File: src/rtl/sem_pkg.sv
package sem_pkg;
  typedef enum logic [1:0] {
    TOK_FREE  = 2'd0,
    TOK_LEFT  = 2'd1,
    TOK_RIGHT = 2'd2
  } tok_state_t;

  // Updated waiting flag of one side, given its own write this cycle
  function automatic logic next_wait(input logic wants, input logic drops,
                                     input logic waiting);
    if (wants)      return 1'b1;
    else if (drops) return 1'b0;
    else            return waiting;
  endfunction

  // Read bit seen by a side: 0 only when it holds the token
  function automatic logic read_bit(input logic holds);
    return ~holds;
  endfunction
endpackage

File: src/rtl/sem_port_decode.sv
module sem_port_decode #(
  parameter int NUM_SEM = 8,
  parameter int DATA_W  = 9,
  localparam int IDX_W  = $clog2(NUM_SEM)
) (
  input  logic               sel,
  input  logic               mem_en,
  input  logic               we,
  input  logic [IDX_W-1:0]   idx,
  input  logic [DATA_W-1:0]  wdata,
  output logic [NUM_SEM-1:0] req_vec,
  output logic [NUM_SEM-1:0] rel_vec,
  output logic               rd_en
);
  logic valid;
  logic [NUM_SEM-1:0] hit;

  assign valid = sel & ~mem_en;
  assign rd_en = valid & ~we;

  always_comb begin
    hit = '0;
    hit[idx] = 1'b1;
  end

  assign req_vec = (valid & we & ~wdata[0]) ? hit : '0;
  assign rel_vec = (valid & we &  wdata[0]) ? hit : '0;

  always_comb begin
    if (sel) p_onehot_r1: assert ($onehot0(req_vec | rel_vec));
  end
endmodule

File: src/rtl/sem_cell.sv
module sem_cell
  import sem_pkg::*;
(
  input  logic clk,
  input  logic rst,
  input  logic l_req,
  input  logic l_rel,
  input  logic r_req,
  input  logic r_rel,
  output logic owns_l,
  output logic owns_r
);
  tok_state_t st, st_nx;
  logic wait_l, wait_r, wait_l_nx, wait_r_nx;
  logic wl_eff, wr_eff;

  assign wl_eff = next_wait(l_req, l_rel, wait_l);
  assign wr_eff = next_wait(r_req, r_rel, wait_r);

  always_comb begin
    st_nx     = st;
    wait_l_nx = 1'b0;
    wait_r_nx = 1'b0;
    unique case (st)
      TOK_FREE: begin
        if (l_req) begin
          st_nx     = TOK_LEFT;
          wait_r_nx = r_req;
        end else if (r_req) begin
          st_nx = TOK_RIGHT;
        end
      end
      TOK_LEFT: begin
        if (l_rel) st_nx = wr_eff ? TOK_RIGHT : TOK_FREE;
        else       wait_r_nx = wr_eff;
      end
      TOK_RIGHT: begin
        if (r_rel) st_nx = wl_eff ? TOK_LEFT : TOK_FREE;
        else       wait_l_nx = wl_eff;
      end
      default: st_nx = TOK_FREE;
    endcase
  end

  always_ff @(posedge clk) begin
    if (rst) begin
      st     <= TOK_FREE;
      wait_l <= 1'b0;
      wait_r <= 1'b0;
    end else begin
      st     <= st_nx;
      wait_l <= wait_l_nx;
      wait_r <= wait_r_nx;
    end
  end

  assign owns_l = (st == TOK_LEFT);
  assign owns_r = (st == TOK_RIGHT);

  p_no_self_wait_r5: assert property (@(posedge clk) disable iff (rst)
    !(owns_l && wait_l) && !(owns_r && wait_r));
  p_free_no_wait_r6: assert property (@(posedge clk) disable iff (rst)
    (st == TOK_FREE) |-> !(wait_l || wait_r));
  p_race_left_r7: assert property (@(posedge clk) disable iff (rst)
    (st == TOK_FREE && l_req && r_req) |=> (owns_l && wait_r));
  p_handoff_r5: assert property (@(posedge clk) disable iff (rst)
    (owns_l && l_rel && (r_req || (wait_r && !r_rel))) |=> owns_r);
  p_release_free_r6: assert property (@(posedge clk) disable iff (rst)
    (owns_r && r_rel && !l_req && (!wait_l || l_rel)) |=> (st == TOK_FREE));
  p_holder_repeat_r12: assert property (@(posedge clk) disable iff (rst)
    (owns_l && l_req && !l_rel && !r_req && !r_rel) |=> (owns_l && $stable(wait_r)));
endmodule

File: src/rtl/sem_read_reg.sv
module sem_read_reg
  import sem_pkg::*;
#(
  parameter int NUM_SEM = 8,
  parameter int DATA_W  = 9,
  localparam int IDX_W  = $clog2(NUM_SEM)
) (
  input  logic               clk,
  input  logic               rst,
  input  logic               rd_en,
  input  logic               blocked,
  input  logic [IDX_W-1:0]   idx,
  input  logic [NUM_SEM-1:0] holds,
  output logic [DATA_W-1:0]  rdata
);
  always_ff @(posedge clk) begin
    if (rst)        rdata <= '1;
    else if (rd_en) rdata <= {DATA_W{read_bit(holds[idx])}};
  end

  always_comb begin
    p_uniform_r3: assert (rdata == '0 || rdata == '1);
  end
  p_hold_r9: assert property (@(posedge clk) disable iff (rst)
    !rd_en |=> $stable(rdata));
  p_illegal_r11: assert property (@(posedge clk) disable iff (rst)
    blocked |=> $stable(rdata));
endmodule

File: src/rtl/sem_bank.sv
module sem_bank #(
  parameter int NUM_SEM = 8,
  parameter int DATA_W  = 9,
  localparam int IDX_W  = $clog2(NUM_SEM)
) (
  input  logic              clk,
  input  logic              rst,
  input  logic              l_sel,
  input  logic              l_mem_en,
  input  logic              l_we,
  input  logic [IDX_W-1:0]  l_idx,
  input  logic [DATA_W-1:0] l_wdata,
  output logic [DATA_W-1:0] l_rdata,
  input  logic              r_sel,
  input  logic              r_mem_en,
  input  logic              r_we,
  input  logic [IDX_W-1:0]  r_idx,
  input  logic [DATA_W-1:0] r_wdata,
  output logic [DATA_W-1:0] r_rdata
);
  logic [NUM_SEM-1:0] l_req, l_rel, r_req, r_rel, l_holds, r_holds;
  logic l_rd, r_rd;

  sem_port_decode #(.NUM_SEM(NUM_SEM), .DATA_W(DATA_W)) u_dec_l (
    .sel(l_sel), .mem_en(l_mem_en), .we(l_we), .idx(l_idx), .wdata(l_wdata),
    .req_vec(l_req), .rel_vec(l_rel), .rd_en(l_rd));
  sem_port_decode #(.NUM_SEM(NUM_SEM), .DATA_W(DATA_W)) u_dec_r (
    .sel(r_sel), .mem_en(r_mem_en), .we(r_we), .idx(r_idx), .wdata(r_wdata),
    .req_vec(r_req), .rel_vec(r_rel), .rd_en(r_rd));

  for (genvar i = 0; i < NUM_SEM; i++) begin : g_tok
    sem_cell u_cell (
      .clk(clk), .rst(rst),
      .l_req(l_req[i]), .l_rel(l_rel[i]),
      .r_req(r_req[i]), .r_rel(r_rel[i]),
      .owns_l(l_holds[i]), .owns_r(r_holds[i]));
  end

  sem_read_reg #(.NUM_SEM(NUM_SEM), .DATA_W(DATA_W)) u_rd_l (
    .clk(clk), .rst(rst), .rd_en(l_rd), .blocked(l_sel & l_mem_en),
    .idx(l_idx), .holds(l_holds), .rdata(l_rdata));
  sem_read_reg #(.NUM_SEM(NUM_SEM), .DATA_W(DATA_W)) u_rd_r (
    .clk(clk), .rst(rst), .rd_en(r_rd), .blocked(r_sel & r_mem_en),
    .idx(r_idx), .holds(r_holds), .rdata(r_rdata));

  p_exclusive_r4: assert property (@(posedge clk) disable iff (rst)
    (l_holds & r_holds) == '0);
endmodule

File: config.mk
export PLATFORM = sky130hd
export DESIGN_NAME = sem_bank
export DESIGN_NICKNAME = d
export VERILOG_FILES = /design/src/rtl/sem_pkg.sv /design/src/rtl/sem_port_decode.sv /design/src/rtl/sem_cell.sv /design/src/rtl/sem_read_reg.sv /design/src/rtl/sem_bank.sv
export SDC_FILE = /design/constraint.sdc
export NUM_CORES = 1
export LEC_CHECK = 0
export ABC_AREA = 0
export ABC_CLOCK_PERIOD_IN_PS = 2800
export BUFFER_PORTS_ARGS = -buffer_cell sky130_fd_sc_hd__buf_2
export CAP_MARGIN = 20
export CORE_MARGIN = 2
export CORE_UTILIZATION = 55
export CTS_CLUSTER_DIAMETER = 150
export CTS_CLUSTER_SIZE = 40
export DETAILED_ROUTE_END_ITERATION = 16
export PLACE_DENSITY = 0.8
export SLEW_MARGIN = 20
export SYNTH_ARGS = -nofsm -noshare
export SYNTH_HDL_FRONTEND = slang
export SYNTH_SLANG_ARGS = --single-unit
File: constraint.sdc
create_clock -name clk -period 2.8 [get_ports clk]
set_input_delay 0.56 -clock clk [delete_from_list [all_inputs] [get_ports clk]]
set_output_delay 0.56 -clock clk [all_outputs]
set_load 0.02 [all_outputs]
# Word-level counts from Yosys, hierarchy flattened

Index checks and enable logic that the tools add are counted.

Bits in registers: 34
Bits of input ports: 32
Output and inout port bits: 18
Logic and storage cells: 246

$lt $le $gt $ge: 4
Eq/ne operators: 40
Mux-type cells: 124
Bitwise gates (word level): 26
Reduce and logical (&&, ||, !) cells: 26

Operator list:

| kind                                                                          | count |
|---|---|
| 2-bit 2-to-1 mux                                                              | 40 |
| 1-bit 2-to-1 mux                                                              | 60 |
| 2-bit one-hot mux with 3 select lines                                         | 8 |
| 8-bit 2-to-1 mux                                                              | 4 |
| 2-bit inequality test (second input constant)                                 | 16 |
| 3-bit inequality test (second input constant)                                 | 8 |
| 3-bit AND reduction                                                           | 8 |
| 3-bit OR reduction                                                            | 8 |
| 2-bit by 1-bit equality test with 1-bit output (second input constant)        | 8 |
| 2-bit equality test (second input constant)                                   | 8 |
| 2-bit zero test                                                               | 8 |
| 1-bit NOT                                                                     | 16 |
| 1-bit one-hot mux with 2 select lines                                         | 8 |
| 1-bit bitwise AND                                                             | 10 |
| 3-bit by 4-bit less-than comparator with 1-bit output (second input constant) | 2 |
| 1-bit binary-select mux with 3-bit select                                     | 2 |
| 1-bit demux with 3-bit select                                                 | 2 |
| 3-bit by 1-bit >= comparator with 1-bit output (second input constant)        | 2 |
| 1-bit logical AND                                                             | 2 |

# Logic depth before layout (Yosys ltp)

Word-level depth: 10
Depth in mapped cells: 5
Depth with buffers taken out: 4

# Modules after synthesis

Synthesis repeated with hierarchy kept, for this count alone.

Cells, all modules: 311
Area, all modules: 2736.4 sq um

Modules (own cells, without submodules):

| module                    | instances | cells each | area an instance (sq um) | sequential area each (sq um) |
|---|---|---|---|---|
| sem_cell                  | 8         | 27         | 251.5                    | 80.1 |
| sem_read_reg              | 2         | 17         | 160.2                    | 20.0 |
| sem_port_decode (u_dec_l) | 1         | 29         | 202.7                    | 0.0 |
| sem_port_decode (u_dec_r) | 1         | 30         | 188.9                    | 0.0 |
| sem_bank                  | 1         | 2          | 12.5                     | 0.0 |

# Worst setup path after synthesis

Ideal clock, no wire load.

Path type: input port to flip-flop
Start point: in r_idx[1]
End point: reg g_tok[2].u_cell.wait_r
Setup time: 0.079 ns
Data arrival time: 1.812 ns
Data required time: 2.721 ns
Path slack: 0.909 ns
Cell stages on the path: 5
Path buffers: 1
Path through: buf_4 -> or3b_4 -> or2_1 -> or3_1 -> a211oi_2

Longest elaborated chain between the ends: 9
Elaborated cells between the ends (all ways): 12
Classes of those cells: order compare (2); mux (9); reduce/logical (1)

RTL lines:

| element                                                                                                                                              | RTL line              | source |
|---|---|---|
| start, declared                                                                                                                                      | sem_bank.sv:17        | `input logic [IDX_W-1:0] r_idx,` |
| 3-bit by 4-bit less-than comparator with 1-bit output (implied by the code) / 3-bit by 1-bit >= comparator with 1-bit output (equally long branches) | sem_port_decode.sv:23 | `hit[idx] = 1'b1;` |
| 1-bit logical AND (implied by the code)                                                                                                              | sem_port_decode.sv:23 |  |
| 1-bit 2-to-1 mux (implied by the code)                                                                                                               | sem_port_decode.sv:23 |  |
| 1-bit demux with 3-bit select *                                                                                                                      | n/a                   |  |
| 8-bit 2-to-1 mux                                                                                                                                     | sem_port_decode.sv:27 | `assign rel_vec = (valid & we & wdata[0]) ? hit : '0;` |
| 1-bit 2-to-1 mux                                                                                                                                     | sem_pkg.sv:12         | `else if (drops) return 1'b0;` |
| 1-bit 2-to-1 mux                                                                                                                                     | sem_pkg.sv:11         | `if (wants) return 1'b1;` |
| 1-bit 2-to-1 mux                                                                                                                                     | sem_cell.sv:34        | `if (l_rel) st_nx = wr_eff ? TOK_RIGHT : TOK_FREE;` |
| 1-bit one-hot mux with 2 select lines *                                                                                                              | sem_cell.sv:24        | `unique case (st)` |
| end signal, assigned                                                                                                                                 | sem_cell.sv:53        | `wait_r <= wait_r_nx;` |
| end, declared                                                                                                                                        | sem_cell.sv:14        | `logic wait_l, wait_r, wait_l_nx, wait_r_nx;` |

Every way passes the cells marked *; elsewhere a longest branch is shown, timed or not.
A chain may end at the register's enable or synchronous reset.

# Final worst setup path

Same ends and word-level chain as after synthesis.

==> results.md <==
- Slew HR: 66.9%
- Routed vias/inst: 6.40
- Reg clk slew, reported paths: 0.06 ns
- Simple-Gate Fraction of Synth Area: 32.6%
- Setup TNS Final: 0 ns
- Area of the core: 4030 um2
- CTS-repair resized insts: 0
- H-tree depth: 2
- Share of layout cells above drive strength 1: 17.2%
- Post-synth EDFFs: 0
- Post-Synth XOR/XNOR Area: 0%
- Netlist cell types: 65
- Largest family of logic cells by synthesized area: simple AND/OR/NAND/NOR gates
- Leakage power: 0.000873 uW
- Multiplexer share of the synthesized area: 0.482%
- Grt ovf: 0
- Achievable frequency: 567 MHz
- Setup violators final: 0
- Outcome: finished clean
- CP max stage delay: 0.42 ns
- Synth Area in Adders: 0%
- Kind of critical path: input pin to flip-flop
- Synthesis Warnings: 0
- Post-Synthesis Cells: 293
- Avg Inst Size Synth: 7.97 um2
- Largest net degree at the start of global routing: 18
- N_diodes: 0
- Critical path peak fanout: 10
- Vias in the first global route: 2114
- Tcrit/Tclk final: 63.0%
- Hold Fails Final Rpt: 0
- FFs w/ async S/R, synth: 0%
- Final core utilization: 62.0%
- Crit path max-delay cell type: or3b_4
- Root buf cell: clkbuf_8
- Min cycle time layout: 1.76 ns
- Initial Util: 58.0%
- Maximum vdd ir drop: 0.210 mV
- Placed Cells incl. Taps: 351
- Power density cells: 433 nW/um2
- Antenna violations before repair: 0
- CTS Buf Count: 5
- Post-Syn Nets: 325
- Initial drt markers: 276
- Final WL: 5.68 mm
- Req. time, crit path: 3.01 ns
- Worst Setup End Kind: flip-flop
- Worst hold path type: flip-flop to flip-flop
- Post-CTS Hold Fix Bufs: 0
- Number of port buffers: 33
- Fillers: 373
- Final worst setup slack: 1.04 ns
- Dominant synthesized flop cell: dfxtp_1
- RSZ-0062 raised after global routing: no
- Slew Viols, Final: 0
- Fin cells: 358
- Pre-CTS WS: 0.765 ns
- Dpl hpwl: 4.08 mm
- I/O pin cnt: 50
- Crit start category: input pin
- Die Y: 69.2 um
- DR pass1 iterations: 4
- Setup bufs post-CTS: 0
- CTS tree: yes
- GRT Util Overall: 24.8%
- Rows: 23
- Critical-path cell list: buf_2, or3b_4, or2_1, or3_1, a211oi_2
- Routed len/inst: 15.9 um
- MaxCap Viol Count: 0
- Die X: 69.2 um
- Routed vias: 2291
- Clk buf depth: 2
- Worst-Margin Slew: 0.495 ns
- Mapped Area: 2330 um2
- Synth Area in Compound Gates: 29.4%
- First-pass GRT wire length: 9.73 mm
- Die area: 4780 um2
- Post-DRT Antenna Nets: 0
- Clk_lat worst skew: 0.29 ns
- Area Overhead vs Synth: 7.02%
- Data arrival, critical path: 1.97 ns
- Worst hold slack: 0.470 ns
- Setup Skew: 0.00488 ns
- Seq cells post-synth: 34
- Final net count: 340
- Sequential fraction of the synthesis area: 29.2%
- CTS sink count: 34
- Gpl congestion: 0.861
- DRC: 0
[metal layers]
| layer | vias to the layer above | part of all wire [%] | routed length, um | global-route usage [%] |
|---|---|---|---|---|
| met5 | - | 0 | 0 | 0 |
| met4 | 0 | 1.4 | 78 | 8.28 |
| met3 | 10 | 7.9 | 451 | 6.43 |
| met2 | 90 | 46 | 2620 | 40.1 |
| met1 | 1056 | 45 | 2530 | 32.2 |
| li1 | 1135 | - | - | - |
[cell usage in the layout (no fill, tap or decap), types with 3 or more instances in the layout]
| cell type | netlist | routed |
|---|---|---|
| o211ai_1 | 3 | 3 |
| nor3b_1 | 9 | 9 |
| nand2b_1 | 3 | 3 |
| nand3_1 | 4 | 4 |
| o22ai_1 | 9 | 9 |
| or3b_1 | 3 | 3 |
| nand2_1 | 17 | 17 |
| clkbuf_8 | 0 | 5 |
| inv_1 | 3 | 3 |
| nor2b_1 | 16 | 16 |
| or2_2 | 3 | 3 |
| buf_2 | 4 | 33 |
| nor3_1 | 16 | 16 |
| nand3b_1 | 7 | 7 |
| a21o_1 | 6 | 6 |
| o21ai_0 | 12 | 12 |
| o32ai_1 | 4 | 4 |
| dfxtp_1 | 34 | 34 |
| nor2_1 | 20 | 20 |
| or3_1 | 5 | 5 |
| a21oi_1 | 12 | 12 |
| a22oi_1 | 5 | 5 |
| nor4_1 | 5 | 5 |
| buf_4 | 17 | 6 |
| a31oi_1 | 3 | 3 |
| a211oi_1 | 11 | 11 |
[through the flow]
stage               area (um2)  power [uW]
global route              2500        1140
global placement          2420         748
finish                    2500        1080
detailed placement        2420         751
CTS                       2500        1090
floorplan                 2330         700
[synth_stat cells, types with 4 or more instances]
cell type | instances | share of area, %
nand2_1 | 17 | 2.7
clkbuf_1 | 9 | 1.4
a21oi_1 | 12 | 2.6
a22oi_1 | 5 | 1.6
buf_4 | 17 | 5.5
nand3_1 | 4 | 0.86
o21ai_0 | 12 | 2.6
nor3b_1 | 9 | 2.9
nor2b_1 | 16 | 4.3
nor3_1 | 16 | 3.4
buf_2 | 4 | 0.86
a21o_1 | 6 | 1.9
nor2_1 | 20 | 3.2
nand3b_1 | 7 | 2.3
a211oi_1 | 11 | 3.5
dfxtp_1 | 34 | 29
nor4_1 | 5 | 1.3
o22ai_1 | 9 | 2.4
or3_1 | 5 | 1.3
o32ai_1 | 4 | 1.5
[registers in the layout, indices dropped and copies added, names as in the netlist]
name	flops
u_rd_r.rdata	1
g_tok.u_cell.wait_l	8
u_rd_l.rdata	1
g_tok.u_cell.st	16
g_tok.u_cell.wait_r	8
[critical path, delay by kind of cell]
family                 cells  cell delay [ns]
AOI/OAI and AO/OA          1             0.22
buffers and inverters      1             0.19
and+or+nand+nor            3             1.00
[report_power, final]
group / internal, uW / switching (uW)
Sequential: 504 / 24.3
Combinational: 87.3 / 129
Clock: 171 / 166
[layout make-up]
type	count	area, um2	share of cell area [%]
clock buffer	7	76.3	3.05
inverter	3	11.3	0.451
multi-input combinational	225	1460	58.3
sequential	34	681	27.2
tap	50	62.6	2.50
timing repair buffer	39	210	8.41
[final timing paths]
kind / from / end / slack [ns] / cells past startpoint
setup reg to reg: g_tok[7].u_cell.st[0] / u_rd_l.rdata[0] / 1.25 / 4
hold / removal: g_tok[2].u_cell.wait_l / g_tok[2].u_cell.wait_l / 0.47 / 2
setup / recovery: r_idx[1] / g_tok[2].u_cell.wait_r / 1.04 / 5
hold reg to reg: g_tok[2].u_cell.wait_l / g_tok[2].u_cell.wait_l / 0.47 / 2
[kinds of logic after synthesis]
logic type | after synthesis
AO/OA/AOI/OAI | 96
multiplexers | 1
buffers and inverters | 34
AND/OR/NAND/NOR | 128
flip-flops | 34
(Power assumes the default switching activity.)
